**config.mk**
```make
export PLATFORM = sky130hd
export DESIGN_NAME = dtr_arbiter
export DESIGN_NICKNAME = d
export VERILOG_FILES = /design/src/rtl/dtr_pkg.sv /design/src/rtl/dtr_entry.sv /design/src/rtl/dtr_retq.sv /design/src/rtl/dtr_decide.sv /design/src/rtl/dtr_arbiter.sv
export SDC_FILE = /design/constraint.sdc
export NUM_CORES = 1
export LEC_CHECK = 0
export BUFFER_PORTS_ARGS = -buffer_cell sky130_fd_sc_hd__buf_2
export CAP_MARGIN = 10
export CORE_MARGIN = 3
export CORE_UTILIZATION = 40
export CTS_CLUSTER_DIAMETER = 100
export DETAILED_ROUTE_END_ITERATION = 10
export PLACE_DENSITY = 0.6
export SLEW_MARGIN = 10
export SYNTH_ARGS = -nofsm -noshare
export SYNTH_HDL_FRONTEND = slang
export SYNTH_SLANG_ARGS = --single-unit
```
**constraint.sdc**
```tcl
create_clock -name clk -period 4.12 [get_ports clk]
set_input_delay 0.206 -clock clk [delete_from_list [all_inputs] [get_ports clk]]
set_output_delay 0.206 -clock clk [all_outputs]
set_load 0.005 [all_outputs]
```
**src/rtl/dtr_pkg.sv**
```systemverilog
package dtr_pkg;

  typedef enum logic [1:0] {
    ENT_EMPTY     = 2'd0,
    ENT_PENDING   = 2'd1,
    ENT_COMPLETE  = 2'd2,
    ENT_DELIVERED = 2'd3
  } ent_state_e;

  typedef enum logic [1:0] {
    DEC_NONE       = 2'd0,
    DEC_ACCEPT_NEW = 2'd1,
    DEC_RETRY      = 2'd2,
    DEC_COMPLETE   = 2'd3
  } dec_code_e;

  typedef enum logic [3:0] {
    WHY_NONE     = 4'd0,
    WHY_LOCK_SEQ = 4'd1,
    WHY_BUS_LOCK = 4'd2,
    WHY_LATENCY  = 4'd3,
    WHY_DISCARD  = 4'd4,
    WHY_PENDING  = 4'd5,
    WHY_NOT_HEAD = 4'd6,
    WHY_ORDER    = 4'd7,
    WHY_FULL     = 4'd8,
    WHY_BUSY     = 4'd9
  } retry_why_e;

  // Gate conditions that force a retry regardless of queue contents.
  function automatic retry_why_e gate_check(
    input logic lock_seq, input logic bus_lock, input logic locked,
    input logic discard, input logic rd, input logic over_limit);
    if (lock_seq && !locked)  return WHY_LOCK_SEQ;
    if (bus_lock && locked)   return WHY_BUS_LOCK;
    if (over_limit)           return WHY_LATENCY;
    if (rd && discard)        return WHY_DISCARD;
    return WHY_NONE;
  endfunction

endpackage

```
**src/rtl/dtr_entry.sv**
```systemverilog
module dtr_entry
  import dtr_pkg::*;
#(
  parameter int AW = 16,
  parameter int CW = 4
) (
  input  logic          clk,
  input  logic          rst_n,
  input  logic          alloc,
  input  logic          rsp_hit,
  input  logic          deliver,
  input  logic [AW-1:0] key_addr,
  input  logic [CW-1:0] key_cmd,
  input  logic          key_rd,
  output logic [1:0]    state_o,
  output logic          match,
  output logic          rsp_taken
);

  ent_state_e    state;
  logic [AW-1:0] addr_q;
  logic [CW-1:0] cmd_q;
  logic          rd_q;

  always_ff @(posedge clk) begin
    if (!rst_n) begin
      state  <= ENT_EMPTY;
      addr_q <= '0;
      cmd_q  <= '0;
      rd_q   <= 1'b0;
    end else begin
      unique case (state)
        ENT_EMPTY: if (alloc) begin
          state  <= ENT_PENDING;
          addr_q <= key_addr;
          cmd_q  <= key_cmd;
          rd_q   <= key_rd;
        end
        ENT_PENDING:   if (rsp_hit) state <= ENT_COMPLETE;
        ENT_COMPLETE:  if (deliver) state <= ENT_DELIVERED;
        ENT_DELIVERED: state <= ENT_EMPTY;
        default:       state <= ENT_EMPTY;
      endcase
    end
  end

  assign state_o   = state;
  assign match     = (state != ENT_EMPTY) && (addr_q == key_addr) &&
                     (cmd_q == key_cmd) && (rd_q == key_rd);
  assign rsp_taken = rsp_hit && (state == ENT_PENDING);

endmodule

```
**src/rtl/dtr_retq.sv**
```systemverilog
module dtr_retq #(
  parameter int N  = 4,
  parameter int IW = 2
) (
  input  logic          clk,
  input  logic          rst_n,
  input  logic          push,
  input  logic [IW-1:0] push_tag,
  input  logic          pop,
  output logic          head_valid,
  output logic [IW-1:0] head_tag,
  output logic [IW:0]   count
);

  logic [N-1:0][IW-1:0] slots;
  logic [IW-1:0]        wr_ptr, rd_ptr;

  function automatic logic [IW-1:0] step(input logic [IW-1:0] p);
    return (p == IW'(N - 1)) ? '0 : p + 1'b1;
  endfunction

  always_ff @(posedge clk) begin
    if (!rst_n) begin
      wr_ptr <= '0;
      rd_ptr <= '0;
      count  <= '0;
      slots  <= '0;
    end else begin
      if (push) begin
        slots[wr_ptr] <= push_tag;
        wr_ptr        <= step(wr_ptr);
      end
      if (pop) rd_ptr <= step(rd_ptr);
      count <= count + (IW+1)'(push) - (IW+1)'(pop);
    end
  end

  assign head_valid = (count != '0);
  assign head_tag   = slots[rd_ptr];

endmodule

```
**src/rtl/dtr_decide.sv**
```systemverilog
module dtr_decide
  import dtr_pkg::*;
#(
  parameter int N         = 4,
  parameter int IW        = 2,
  parameter int LW        = 6,
  parameter int LAT_LIMIT = 16
) (
  input  logic                req_valid,
  input  logic                req_rd,
  input  logic                req_locked,
  input  logic [LW-1:0]       req_est,
  input  logic                lock_seq,
  input  logic                bus_lock,
  input  logic                discard,
  input  logic                posted_pend,
  input  logic [N-1:0]        match_vec,
  input  logic [N-1:0][1:0]   state_vec,
  input  logic                head_valid,
  input  logic [IW-1:0]       head_tag,
  output dec_code_e           code,
  output logic [IW-1:0]       tag,
  output retry_why_e          why,
  output logic [N-1:0]        alloc_vec,
  output logic [N-1:0]        deliver_vec,
  output logic                match_any,
  output logic                full,
  output logic                head_match
);

  function automatic logic [IW-1:0] first_one(input logic [N-1:0] v);
    logic [IW-1:0] r;
    r = '0;
    for (int i = N - 1; i >= 0; i--) if (v[i]) r = IW'(i);
    return r;
  endfunction

  logic [N-1:0]  free_vec;
  logic [IW-1:0] match_idx, free_idx;
  logic [1:0]    m_state;
  logic          over_limit;
  retry_why_e    gate_why;

  for (genvar g = 0; g < N; g++) begin : g_free
    assign free_vec[g] = (state_vec[g] == ENT_EMPTY);
  end

  assign match_any  = |match_vec;
  assign full       = ~|free_vec;
  assign match_idx  = first_one(match_vec);
  assign free_idx   = first_one(free_vec);
  assign m_state    = state_vec[match_idx];
  assign head_match = head_valid && (head_tag == match_idx);
  assign over_limit = (int'(req_est) > LAT_LIMIT);
  assign gate_why   = gate_check(lock_seq, bus_lock, req_locked, discard,
                                 req_rd, over_limit);

  always_comb begin
    code        = DEC_NONE;
    tag         = '0;
    why         = WHY_NONE;
    alloc_vec   = '0;
    deliver_vec = '0;
    if (req_valid) begin
      code = DEC_RETRY;
      if (gate_why != WHY_NONE) begin
        why = gate_why;
      end else if (match_any) begin
        tag = match_idx;
        if (m_state == ENT_PENDING)      why = WHY_PENDING;
        else if (m_state != ENT_COMPLETE) why = WHY_BUSY;
        else if (!head_match)             why = WHY_NOT_HEAD;
        else if (req_rd && posted_pend)   why = WHY_ORDER;
        else begin
          code                   = DEC_COMPLETE;
          deliver_vec[match_idx] = 1'b1;
        end
      end else if (full) begin
        why = WHY_FULL;
      end else begin
        code                = DEC_ACCEPT_NEW;
        tag                 = free_idx;
        alloc_vec[free_idx] = 1'b1;
      end
    end
  end

endmodule

```
**src/rtl/dtr_arbiter.sv**
```systemverilog
module dtr_arbiter
  import dtr_pkg::*;
#(
  parameter int N         = 4,
  parameter int AW        = 16,
  parameter int CW        = 4,
  parameter int LW        = 6,
  parameter int LAT_LIMIT = 16,
  localparam int IW       = (N > 1) ? $clog2(N) : 1
) (
  input  logic          clk,
  input  logic          rst_n,
  input  logic          req_valid,
  input  logic [AW-1:0] req_addr,
  input  logic [CW-1:0] req_cmd,
  input  logic          req_rd,
  input  logic          req_locked,
  input  logic [LW-1:0] req_accept_est,
  input  logic          lock_seq_active,
  input  logic          tgt_bus_locked,
  input  logic          discard_active,
  input  logic          posted_wr_pending,
  input  logic          rsp_valid,
  input  logic [IW-1:0] rsp_tag,
  output logic          dec_valid,
  output logic [1:0]    dec_code,
  output logic [IW-1:0] dec_tag
);

  logic [N-1:0]      match_vec, taken_vec, alloc_vec, deliver_vec;
  logic [N-1:0][1:0] state_vec;
  logic              head_valid, match_any, full, head_match;
  logic [IW-1:0]     head_tag, nxt_tag;
  logic [IW:0]       retq_count;
  dec_code_e         nxt_code;
  retry_why_e        nxt_why;
  logic              retq_push, retq_pop;

  for (genvar g = 0; g < N; g++) begin : g_ent
    dtr_entry #(.AW(AW), .CW(CW)) u_entry (
      .clk      (clk),
      .rst_n    (rst_n),
      .alloc    (alloc_vec[g]),
      .rsp_hit  (rsp_valid && (rsp_tag == IW'(g))),
      .deliver  (deliver_vec[g]),
      .key_addr (req_addr),
      .key_cmd  (req_cmd),
      .key_rd   (req_rd),
      .state_o  (state_vec[g]),
      .match    (match_vec[g]),
      .rsp_taken(taken_vec[g])
    );
  end

  assign retq_push = |taken_vec;
  assign retq_pop  = |deliver_vec;

  dtr_retq #(.N(N), .IW(IW)) u_retq (
    .clk       (clk),
    .rst_n     (rst_n),
    .push      (retq_push),
    .push_tag  (rsp_tag),
    .pop       (retq_pop),
    .head_valid(head_valid),
    .head_tag  (head_tag),
    .count     (retq_count)
  );

  dtr_decide #(.N(N), .IW(IW), .LW(LW), .LAT_LIMIT(LAT_LIMIT)) u_decide (
    .req_valid  (req_valid),
    .req_rd     (req_rd),
    .req_locked (req_locked),
    .req_est    (req_accept_est),
    .lock_seq   (lock_seq_active),
    .bus_lock   (tgt_bus_locked),
    .discard    (discard_active),
    .posted_pend(posted_wr_pending),
    .match_vec  (match_vec),
    .state_vec  (state_vec),
    .head_valid (head_valid),
    .head_tag   (head_tag),
    .code       (nxt_code),
    .tag        (nxt_tag),
    .why        (nxt_why),
    .alloc_vec  (alloc_vec),
    .deliver_vec(deliver_vec),
    .match_any  (match_any),
    .full       (full),
    .head_match (head_match)
  );

  always_ff @(posedge clk) begin
    if (!rst_n) begin
      dec_valid <= 1'b0;
      dec_code  <= DEC_NONE;
      dec_tag   <= '0;
    end else begin
      dec_valid <= req_valid;
      dec_code  <= nxt_code;
      dec_tag   <= nxt_tag;
    end
  end

endmodule

```
# After elaboration in Yosys (flattened, before gate mapping)
# Index checks and enable logic that the tools add are counted.
dict set report word_totals {
  out_inout_bits 5
  wordCells 214
  regBits 112
  in_bits 38
}
dict set report classes {
  addsub 4
  n_eq_ne 44
  n_reduce_logical 54
  n_bitwise 2
  n_lt_le_gt_ge 8
  mux 75
}
# cell n
set ops {}
lappend ops {{$mux W4} 19}
lappend ops {{$mux W2} 33}
lappend ops {{$eq A16 B16 Y1} 4}
lappend ops {{$pmux W2 S4} 4}
lappend ops {{$logic_and A1 B1 Y1} 28}
lappend ops {{$eq A2 B2 Y1 const B} 12}
lappend ops {{$ne A2 B2 Y1 const B} 9}
lappend ops {{$eq A4 B4 Y1} 4}
lappend ops {{$reduce_or A4 Y1} 4}
lappend ops {{$mux W1} 13}
lappend ops {{$eq A2 B1 Y1 const B} 6}
lappend ops {{$lt A2 B3 Y1 const B} 4}
lappend ops {{$reduce_and A3 Y1} 4}
lappend ops {{$logic_not A2 Y1} 5}
lappend ops {{$reduce_and A2 Y1} 5}
lappend ops {{$bmux W2 S2} 2}
lappend ops {{$bwmux W8} 1}
lappend ops {{$ne A2 B1 Y1 const B} 4}
lappend ops {{$reduce_bool A2 Y1} 4}
lappend ops {{$ge A2 B1 Y1 const B} 3}
lappend ops {{$gt A6 B5 Y1 const B} 1}
lappend ops {{$add A2 B1 Y2 const B} 2}
lappend ops {{$demux W1 S2} 2}
lappend ops {{$demux W2 S2} 1}
lappend ops {{other kinds (9)} 13}

# Logic depth before layout (Yosys ltp)
# Gate-level depths: netlist of run 1.
dict set report depth {
  ltp_word 21
  depth_mapped 16
  ltp_nobuf 14
}

# Hierarchy
# From an unflattened synthesis of run 1, not the netlist that was laid out.
dict set report hier_totals {
  hier_cells 719
  hier_area_um2 6143.4
}
# mod cells_each area_per_inst_um2 n_inst
set by_module_without_submodules {}
lappend by_module_without_submodules {dtr_entry 137 1151.1 4}
lappend by_module_without_submodules {dtr_retq 74 787.0 1}
lappend by_module_without_submodules {dtr_decide 81 574.3 1}
lappend by_module_without_submodules {dtr_arbiter 16 177.7 1}

# Least setup slack after synthesis of run 1
# No wires, ideal clock.
dict set report synth_path {
  kind {register -> register}
  start {register g_ent[1].u_entry.state[0]}
  end {register u_retq.count[2]}
  path_slack_ps 737
  required_time_ps 3992
  arrival_time_ps 3255
  n_path_buf 1
  path_stages_with_launch 16
  path_cell_list {dfxtp_1 inv_1 ha_1 or3_1 or2_1 buf_6 o21a_1 o22a_1 nor4_4 ha_1 inv_1 ha_1 fa_1 xnor2_1 xnor2_1 nor2_1}
}
dict set report synth_between {
  elab_chain_len 19
  word_cells_on_any_way 31
  classes_between {add/sub (2); order compare (2); eq/ne (4); mux (13); reduce/logical (10)}
}
# item line_no
set synth_lines {}
lappend synth_lines {{start: declaration} dtr_entry.sv:20} ;# ent_state_e state;
lappend synth_lines {{start signal: assignment} dtr_entry.sv:27} ;# state <= ENT_EMPTY;
lappend synth_lines {{start signal: assignment} dtr_entry.sv:34} ;# state <= ENT_PENDING;
lappend synth_lines {{start signal: assignment} dtr_entry.sv:39} ;# ENT_PENDING: if (rsp_hit) state <= ENT_COMPLETE;
lappend synth_lines {{$reduce_bool A2 Y1} dtr_entry.sv:48} ;# assign match = (state != ENT_EMPTY) && (addr_q == key_addr) &&
lappend synth_lines {{$logic_and A1 B1 Y1 (2 in a row)} dtr_entry.sv:48}
lappend synth_lines {{$logic_and A1 B1 Y1} dtr_entry.sv:49} ;# (cmd_q == key_cmd) && (rd_q == key_rd);
lappend synth_lines {{$mux W2 (2 in a row)} dtr_decide.sv:34} ;# for (int i = N - 1; i >= 0; i--) if (v[i]) r = IW'(i);
lappend synth_lines {{$lt A2 B3 Y1 (not written as such) or $ge A2 B1 Y1 (tied branches)} dtr_decide.sv:76} ;# deliver_vec[match_idx] = 1'b1;
lappend synth_lines {{$logic_and A1 B1 Y1 (not written as such)} dtr_decide.sv:76}
lappend synth_lines {{$mux W1 (not written as such)} dtr_decide.sv:76}
lappend synth_lines {{$demux W1 S2} --}
lappend synth_lines {{$mux W4} dtr_decide.sv:73} ;# else if (req_rd && posted_pend) why = WHY_ORDER;
lappend synth_lines {{$mux W4} dtr_decide.sv:72} ;# else if (!head_match) why = WHY_NOT_HEAD;
lappend synth_lines {{$mux W4} dtr_decide.sv:71} ;# else if (m_state != ENT_COMPLETE) why = WHY_BUSY;
lappend synth_lines {{$mux W4} dtr_decide.sv:70} ;# if (m_state == ENT_PENDING) why = WHY_PENDING;
lappend synth_lines {{$mux W4} dtr_decide.sv:68} ;# end else if (match_any) begin
lappend synth_lines {{$mux W4} dtr_decide.sv:66} ;# if (gate_why != WHY_NONE) begin
lappend synth_lines {{$mux W4} dtr_decide.sv:64} ;# if (req_valid) begin
lappend synth_lines {{$reduce_or A4 Y1} dtr_arbiter.sv:56} ;# assign retq_pop = |deliver_vec;
lappend synth_lines {{$sub A3 B1 Y3 (*)} dtr_retq.sv:34} ;# count <= count + (IW+1)'(push) - (IW+1)'(pop);
lappend synth_lines {{end signal: assignment} dtr_retq.sv:34}
lappend synth_lines {{end: declaration} dtr_retq.sv:12} ;# output logic [IW:0] count
# Every way passes the cells marked *; elsewhere a longest branch is shown, timed or not. The select of a mux whose other input is x is not followed.
# A chain may end at the register's enable or synchronous reset.

# Worst setup path after layout of run 1
# Ends and elaborated chain as after synthesis.

==> reports/summary.txt, run 1 <==
Fin crit period - 3.656 ns
Worst Tran Pin Value - 0.7465 ns
Synth cell count leaders - dfxtp_1, nor2_1, mux2i_1, xnor2_1, xor2_1
Clk Latency, worst-skew pair - 0.36 ns
Share of layout cells above drive strength 1 - 0.1216
Final hold vios - 0
Clk pin slew, worst setup/hold paths - 0.07 ns
Mapped Nets - 707
Netlist cell types - 55
RSZ-0062 raised after global routing - false
Gpl congestion - 0.9004
Crit path arrival time - 3.87 ns
CTS tree - done
Yosys reg bits - 112
Crit-path cells - inv_1 -> ha_1 -> or3_1 -> or2_1 -> a21oi_1 -> o22a_1 -> nor4_4 -> ha_1 -> inv_1 -> ha_1 -> fa_1 -> xnor2_1 -> xnor2_1 -> nor2_1
Predominant post-synthesis flop cell - dfxtp_1
Via-per-instance ratio - 5.168
Worst setup EP type - flop
Pwr Density - 344.5 nW/um2
Post-synthesis mux area share - 0.1613
Core Box Area - 14,590 um2
VDD IR max - 234.8 uV
Grt ovf - 0
Critical path's largest stage delay - 0.41 ns
Max-slew violation count - 0
Pre-antenna DRT Iters - 5
Post-DP HPWL - 9747 um
Simple-gate share of the synthesized area - 0.1723
FMAX - 273.5 MHz
TritonCTS Buffers - 9
Iteration-0 DRC Markers - 365
Critical Path RT - 4.33 ns
Main combinational cell family by area after synthesis - simple AND/OR/NAND/NOR gates
CP Launch Type - flop
Die Span Y - 128.5 um
Hold WC Path Type - in2reg
Gr usage total - 0.1688
Sequential element share of the synthesized area - 0.3734
Delay-heaviest family, CP - adder cells
Area leader, netlist - dfxtp_1
Die ar. - 16,520 um2
Warnings, synthesis - 0
Final Util - 0.4472
Post-Syn Area per Cell - 9.281 um2
Skew final - 0.01235 ns
Rows - 44
Antenna violations before repair - 0
DRC viols - 0
Nets - 721
Total setup buffers inserted after CTS - 0
Most used cell, CP - ha_1
Cells after Synth - 647
CP bufs+invs - 2
MaxCap Viol Count - 0
Synthesized area - 6005 um2
Hold bufs inserted after CTS - 0
Routed WL - 13,440 um
IO Count - 43
Synth Area in Compound Gates - 0.06105
Async SR Flop Fraction - 0
Synth top area cells - dfxtp_1, mux2i_1, xnor2_1, nor2_1, xor2_1
Final setup viols - 0
Crit-path max FO - 7
EDFF count, synth - 0
Crit Path Category - reg2reg
Worst path slowest cell - or3_1
Static leakage - 3.037 nW
CTS max path bufs - 2
Total number of vias - 4,393
Final Cycle Share - 0.8873
Post-Synth Adder-Cell Area - 0.04709
Status - finished, final reports clean
# diodes - 0
Clock sink total - 112
Relative slew slack - 0.5016
Die Span X - 128.5 um
Root Driver - clkbuf_16
Fill cells - 1,378
Area grow syn2layout - 8.648%
First-pass GRT wire length - 22,050 um
Buffers on Ports - 42
Final TNS setup - 0 ns
H-tree depth - 3
Post-Synth XOR/XNOR Area - 0.1254
Post-synth top area share - 0.3734
Resized cells post-CTS - 0
Wirelength per Cell - 15.81 um
Via count of the first global-routing pass - 4,289
Initial Utilization - 0.4116
Routed Antenna Nets - 0
Cell with the most instances after synthesis - dfxtp_1
Largest net degree at the start of global routing - 60
flip-flops by register name, summed over array words and instances (netlist names), 3 cells and up:
name,flops
g_ent.u_entry.addr_q,64
g_ent.u_entry.cmd_q,16
g_ent.u_entry.rd_q,4
g_ent.u_entry.state_o,8
u_retq.count,3
u_retq.slots,8
per-stage QoR:
stage          std cells  hold slack, ns  worst slack [ns]  total power, mW  cell area, um2
5_1_grt              850          0.1204            0.2524            2.354            6524
3_3_place_gp         834          0.4484            0.4876            1.393            6223
2_1_floorplan        647          0.3438            0.7372            1.332            6005
4_1_cts              850          0.1032            0.4735            2.282            6524
3_5_place_dp         834          0.4500            0.4648            1.398            6223
6_report             850          0.1154            0.4642            2.247            6524
layer usage:
metal  share of wire  vias to the layer above  global-route usage
met3           0.041                       16             0.03778
met4           0.016                        0             0.04818
met2            0.48                       79              0.2872
met1            0.46                     2075              0.2157
met5               0                        -                   0
li1                -                     2223                   -
cells by family (layout without fill, tap and decap cells):
| kind of cell | Yosys count | count (layout) |
|---|---|---|
| muxes | 93 | 93 |
| DFF | 112 | 112 |
| adders and majority gates | 22 | 22 |
| xor gates and xnor gates | 86 | 86 |
| and+or+nand+nor | 211 | 211 |
| buffers and inverters | 68 | 87 |
| AOI/OAI and AO/OA | 55 | 55 |
layout make-up:
class / instances / area [um2] / share of cell area
clock inverter: 6 / 61.31 / 0.009398
clock buffer: 10 / 239.0 / 0.03663
sequential: 112 / 2242 / 0.3437
timing repair buffer: 49 / 262.8 / 0.04028
tap: 184 / 230.2 / 0.03529
multi-input combinational: 467 / 3406 / 0.5221
inverter: 22 / 82.58 / 0.01266
worst reg2reg max path, cell delays in order (launching register included):
cell,delay (ns)
dfxtp_1,0.39
inv_1,0.12
ha_1,0.31
or3_1,0.41
or2_1,0.32
a21oi_1,0.30
o22a_1,0.32
nor4_4,0.08
ha_1,0.29
inv_1,0.04
ha_1,0.18
fa_1,0.37
xnor2_1,0.19
xnor2_1,0.14
nor2_1,0.05
final timing paths:
| kind | start | end | slack (ns) | depth (start not counted) |
|---|---|---|---|---|
| min | req_valid | dec_valid | 0.12 | 2 |
| min reg2reg | u_retq.slots[0] | u_retq.slots[0] | 0.46 | 2 |
| max | g_ent[1].u_entry.state_o[0] | u_retq.count[2] | 0.46 | 14 |
| max reg2reg | g_ent[1].u_entry.state_o[0] | u_retq.count[2] | 0.46 | 14 |
cell usage in the layout, fill, tap and decap left out, types with 2 or more instances in the layout:
cell type / count
nand4_1: 15
clkbuf_16: 9
a21oi_1: 19
buf_4: 7
xor2_1: 36
nand2_1: 34
dfxtp_1: 112
inv_1: 21
mux4_2: 3
o2111ai_1: 2
nor2_1: 103
o31ai_1: 3
xnor2_1: 50
nor3_1: 4
nor4_1: 8
o21ai_0: 8
o21a_1: 2
nor4_4: 2
a211oi_1: 2
inv_6: 2
buf_2: 42
nor4_2: 5
or3_1: 3
nand2b_1: 3
nand3_1: 17
and2_1: 8
and4_1: 2
a31oi_1: 3
mux2i_1: 90
ha_1: 21
power by group:
part,switching (mW),internal [mW]
Clock,0.434,0.442
Sequential,0.0141,1.10
Combinational,0.161,0.0970
Total,0.609,1.64
Power figures use the tool's default switching activity.
==> run 2, diff against run 1 <==
Settings changed: CORE_ASPECT_RATIO from default to 0.8.
==> run 2 against run 1 <==
Hold slack worse by 0.0078 ns. Count of clock-buffer cells in the layout down 1. Sequential share of layout area decreased by 0.12 points. Utilization rose by 0.46 points. Combinational power grew 3%. Critical path depth increased by 1. Power up 0.40%. Cell count increased by 0.35%. Critical path type unchanged. Via count rose by 0.87%.
==> reports/summary.txt, run 2 (synthesis gave the netlist of run 1 again) <==
Reg-to-Reg Start - g_ent[1].u_entry.addr_q[12]
R2r setup slk - 0.26 ns (-0.20 ns)
First-pass GRT wire length - 22,290 um (+1.1%)
Grt ovf - 0 (unchanged)
RSZ-0062 raised after global routing - false
Static leakage - 3.048 nW (+0.37%)
TritonCTS Buffers - 9 (unchanged)
H-tree depth - 3 (unchanged)
Wirelength per Cell - 16.36 um (+3.5%)
Commonest non-fill, non-tap cells in the layout - dfxtp_1, nor2_1, mux2i_1
Antenna violations before repair - 1 (+1)
Total number of vias - 4,431 (+0.87%)
Die ar. - 16,530 um2 (about the same)
Hold bufs inserted after CTS - 0 (unchanged)
Share of layout cells above drive strength 1 - 0.1256 (+0.003939)
Max-slew violation count - 0 (unchanged)
Crit path arrival time - 4.06 ns (+0.19 ns)
Buffers on Ports - 42 (unchanged)
Clock sink total - 112 (unchanged)
IO Count - 43 (unchanged)
Crit-path cells - xor2_1 -> nor4_1 -> buf_4 -> nand4_1 -> or2_1 -> o21a_1 -> o22a_1 -> nor4_4 -> ha_1 -> inv_1 -> ha_1 -> fa_1 -> xnor2_1 -> xnor2_1 -> nor2_1
Worst Tran Pin Value - 1.195 ns (+0.4481 ns)
Final Cycle Share - 0.9368 (+0.04946)
MaxCap Viol Count - 0 (unchanged)
CP Launch Type - flop
Relative slew slack - 0.2024 (-0.2992)
FMAX - 259.1 MHz (-5.3%)
Status - finished, final reports clean
Root Driver - clkbuf_16
Via-per-instance ratio - 5.195 (+0.51%)
Nets - 724 (+0.42%)
Resized cells post-CTS - 0 (unchanged)
Post-DP HPWL - 10,120 um (+3.9%)
Pre-antenna DRT Iters - 4 (-1)
Pwr Density - 344.6 nW/um2 (about the same)
Die Span X - 143.0 um (+11%)
Commonest non-fill, non-tap cell in the layout - dfxtp_1
Largest reg by FF count - g_ent.u_entry.addr_q
VDD IR max - 193.3 uV (-18%)
Via count of the first global-routing pass - 4,224 (-1.5%)
Worst path slowest cell - nor4_1
Final Util - 0.4518 (+0.004613)
Area grow syn2layout - 9.044%
DRC viols - 0 (unchanged)
Final setup viols - 0 (unchanged)
Crit-path max FO - 7 (unchanged)
Rows - 39 (-11%)
CTS tree - done
Crit Path Category - reg2reg
Iteration-0 DRC Markers - 385 (+5.5%)
Clk pin slew, worst setup/hold paths - 0.08 ns (about the same)
Hold path start - req_valid
Initial Utilization - 0.4143 (+0.002736)
Critical path origin - g_ent[1].u_entry.addr_q[12]
Die Span Y - 115.6 um (-10%)
Skew final - 0.01242 ns (+0.00006550 ns)
Core Box Area - 14,490 um2 (-0.66%)
Routed WL - 13,960 um (+3.8%)
Largest net degree at the start of global routing - 66 (+10%)
Worst setup EP type - flop
Fin crit period - 3.860 ns (+0.2038 ns)
Critical path's largest stage delay - 0.53 ns (+0.12 ns)
Final TNS setup - 0 ns (unchanged)
Clk Latency, worst-skew pair - 0.37 ns (about the same)
Final hold vios - 0 (unchanged)
Total setup buffers inserted after CTS - 0 (unchanged)
CTS max path bufs - 2 (unchanged)
Routed Antenna Nets - 0 (unchanged)
Largest register FFs - 64 (unchanged)
# diodes - 0 (unchanged)
Largest regs - g_ent.u_entry.addr_q x64, g_ent.u_entry.cmd_q x16
Gpl congestion - 0.8279 (-8.1%)
Gr usage total - 0.1740 (+0.005161)
Hold WC Path Type - in2reg
Critical Path RT - 4.32 ns (about the same)
[run 2: changes by cell type in the layout (fill, tap and decap cells not counted), sizes merged]
cell      delta
buf          +3
clkbuf       -1
clkinvlp     +1
[run 2: layout make-up]
| type | instances | area [um2] |
|---|---|---|
| sequential | 112 | 2242 |
| inverter | 22 | 82.58 |
| timing repair buffer | 52 | 285.3 |
| clock buffer | 9 | 225.2 |
| tap | 184 | 230.2 |
| multi-input combinational | 467 | 3406 |
| fill | 1408 | 7945 |
| clock inverter | 7 | 76.32 |
[run 2: worst max-delay path: cells and delay by family, from the launching register on]
kind | cells | cell delay [ns]
compound gates | 2 | 0.42
xor+xnor | 3 | 0.48
buf+inv | 2 | 0.24
simple gates | 5 | 1.47
flops | 1 | 0.33
fa+ha+maj | 3 | 0.75
[run 2: worst paths after layout]
kind / end / cells after the start
worst min register to register: u_retq.slots[3] / 2
worst max register to register: u_retq.count[2] / 15
worst min-delay path: dec_valid / 2
worst max-delay path: u_retq.count[2] / 15
[run 2: layer usage]
layer | GRT usage | vias up | part of all wire | routed length (um)
met5 | 0 | - | 0.00093 | 13
met4 | 0.05066 | 2 | 0.015 | 204
met3 | 0.04373 | 20 | 0.045 | 626
met2 | 0.2547 | 88 | 0.42 | 5894
met1 | 0.2536 | 2102 | 0.52 | 7215
li1 | - | 2219 | - | -
[run 2: through the flow]
step           hold WS (ns)  total power [mW]  cells  setup WS [ns]  area [um2]
6_report             0.1076             2.256    853         0.2604        6548
2_1_floorplan        0.3438             1.332    647         0.7372        6005
3_3_place_gp         0.4432             1.397    837         0.2635        6246
5_1_grt             0.09774             2.355    853         0.1108        6548
3_5_place_dp         0.4529             1.403    837         0.2116        6246
4_1_cts             0.09776             2.282    853         0.2861        6548
[run 2: report_power, final]
part           internal (mW)  switching [mW]
Combinational         0.0995           0.167
Clock                  0.430           0.447
Sequential              1.10          0.0145
Total                   1.63           0.629
==> run 3, diff against run 2 <==
Settings changed: CORE_UTILIZATION 40 to 25, PLACE_DENSITY 0.6 to 0.43.
==> run 3 against run 2 <==
Cell count increased by 15%. Hold slack improved by 0.0030 ns. Largest power group unchanged. Utilization decreased by 16 points. Maximum frequency increased by 4.3%. Global-route usage decreased by 5.2 points. Die area increased by 57%. Register-to-register slack improved by 0.16 ns. Via count decreased by 3.2%. Clock skew decreased by 0.0050 ns. Sequential power about the same. First-iteration DRC count decreased by 41%. Clock power increased by 9.6%.
==> reports/summary.txt, run 3 (synthesis gave the netlist of run 1 again) <==
Share of layout cells above drive strength 1 - 0.1269 (+0.001305)
Final setup viols - 0 (unchanged)
Critical path's largest stage delay - 0.44 ns (-0.09 ns)
Static leakage - 3.071 nW (+0.74%)
Final Cycle Share - 0.8980 (-0.03877)
Crit-path cells - xnor2_1 -> nand4_1 -> nor4_1 -> and2_1 -> nor4_1 -> a211oi_2 -> nor4_4 -> ha_1 -> inv_1 -> ha_1 -> fa_1 -> xnor2_1 -> xnor2_1 -> nor2_1
Commonest non-fill, non-tap cell in the layout - dfxtp_1
Initial Utilization - 0.2553 (-0.1590)
Largest register FFs - 64 (unchanged)
Post-DP HPWL - 10,830 um (+7.0%)
Final TNS setup - 0 ns (unchanged)
Total Power - 2.353 mW (+4.3%)
Pre-CTS WS - 0.3193 ns (+0.1076 ns)
Die Span Y - 144.6 um (+25%)
Die ar. - 25,930 um2 (+57%)
Hold WC Path Type - in2reg
Routed WL - 14,920 um (+6.9%)
Gr usage total - 0.1223 (-0.05168)
Rows - 50 (+28%)
Die Span X - 179.3 um (+25%)
Via count of the first global-routing pass - 4,251 (+0.64%)
Largest reg by FF count - g_ent.u_entry.addr_q
Largest net degree at the start of global routing - 100 (+52%)
Gpl congestion - 0.8225 (-0.65%)
Grt ovf - 0 (unchanged)
CTS max path bufs - 2 (unchanged)
Core Box Area - 23,520 um2 (+62%)
Hold bufs inserted after CTS - 0 (unchanged)
IO Count - 43 (unchanged)
CTS tree - done
Max-slew violation count - 0 (unchanged)
Status - finished, final reports clean
Clk Latency, worst-skew pair - 0.36 ns (about the same)
Total setup buffers inserted after CTS - 0 (unchanged)
Final hold vios - 0 (unchanged)
RSZ-0062 raised after global routing - false
Crit path arrival time - 3.93 ns (-0.13 ns)
Resized cells post-CTS - 0 (unchanged)
MaxCap Viol Count - 0 (unchanged)
Worst setup EP type - flop
Crit Path Category - reg2reg
Skew final - 0.007406 ns (-0.005009 ns)
Routed Antenna Nets - 0 (unchanged)
FMAX - 270.3 MHz (+4.3%)
Largest regs - g_ent.u_entry.addr_q x64, g_ent.u_entry.cmd_q x16
Most used cell, CP - xnor2_1
VDD IR max - 170.7 uV (-12%)
Crit-path max FO - 6 (-1)
DRC viols - 0 (unchanged)
Clk pin slew, worst setup/hold paths - 0.07 ns (about the same)
Fill cells - 2,568 (+82%)
Worst Tran Pin Value - 0.5886 ns (-0.6061 ns)
Delay-heaviest family, CP - simple AND/OR/NAND/NOR gates
Clock sink total - 112 (unchanged)
Area grow syn2layout - 12.36%
Antenna violations before repair - 0 (-1)
Relative slew slack - 0.6076 (+0.4052)
Pwr Density - 348.7 nW/um2 (+1.2%)
H-tree depth - 3 (unchanged)
Setup WS post-layout - 0.4201 ns (+0.1597 ns)
TritonCTS Buffers - 9 (unchanged)
Post-Place Cell Area - 6426 um2 (+2.9%)
Pre-antenna DRT Iters - 4 (unchanged)
Commonest non-fill, non-tap cells in the layout - dfxtp_1, nor2_1, mux2i_1
Worst path slowest cell - nor4_1
Via-per-instance ratio - 4.368 (-16%)
Nets - 725 (+0.14%)
# diodes - 0 (unchanged)
Fin crit period - 3.700 ns (-0.1597 ns)
CP bufs+invs - 1 (-1)
Root Driver - clkbuf_16
Critical Path RT - 4.35 ns (+0.03 ns)
First-pass GRT wire length - 24,130 um (+8.3%)
Design Area, Final - 6746 um2 (+3.0%)
Iteration-0 DRC Markers - 227 (-41%)
Wirelength per Cell - 15.19 um (-7.1%)
Total number of vias - 4,289 (-3.2%)
Buffers on Ports - 42 (unchanged)
CP Launch Type - flop
Worst hold slack - 0.1106 ns (+0.003023 ns)
## run 3: cell count changes in the layout (fill, tap and decap cells not counted), sizes merged
cell,change
buf,+1
bufinv,+2
clkinv,+1
clkinvlp,-1
inv,-2
## run 3: worst paths after layout
path / endpoint / depth (start not counted) / start / slack [ns]
max: u_retq.count[2] / 14 / g_ent[0].u_entry.cmd_q[2] / 0.42
min reg2reg: u_retq.slots[1] / 2 / u_retq.slots[1] / 0.46
max reg2reg: u_retq.count[2] / 14 / g_ent[0].u_entry.cmd_q[2] / 0.42
min: dec_valid / 2 / req_valid / 0.11
## run 3: worst reg2reg max path: cells and delay by family, from the launching register on
family	cells	cell delay (ns)
xor+xnor	3	0.69
flops	1	0.32
simple gates	6	1.24
fa+ha+maj	3	0.84
compound gates	1	0.45
buf+inv	1	0.04
## run 3: final cells by class
type	count	area, um2	area share
sequential	112	2242	0.3323
clock buffer	9	225.2	0.03338
multi-input combinational	467	3406	0.5048
clock inverter	7	95.09	0.01409
timing repair buffer	53	305.3	0.04525
inverter	22	82.58	0.01224
tap	312	390.4	0.05786
## run 3: through the flow
stage,std cells,utilization
6_report,982,0.2868
5_1_grt,982,0.2868
4_1_cts,982,0.2868
3_5_place_dp,966,0.2732
3_3_place_gp,966,0.2732
2_1_floorplan,647,-
## run 3: power breakdown
group | internal (mW) | switching (mW)
clock | 0.535 | 0.426
combinational | 0.103 | 0.176
sequential | 1.10 | 0.0146
total | 1.74 | 0.616
## run 3: per-layer routing
metal	GRT usage	up-vias	wire (um)
li1	-	2226	-
met1	0.1877	1974	8287
met2	0.1707	77	5733
met3	0.02887	12	746
met4	0.02806	0	152
met5	0	-	0
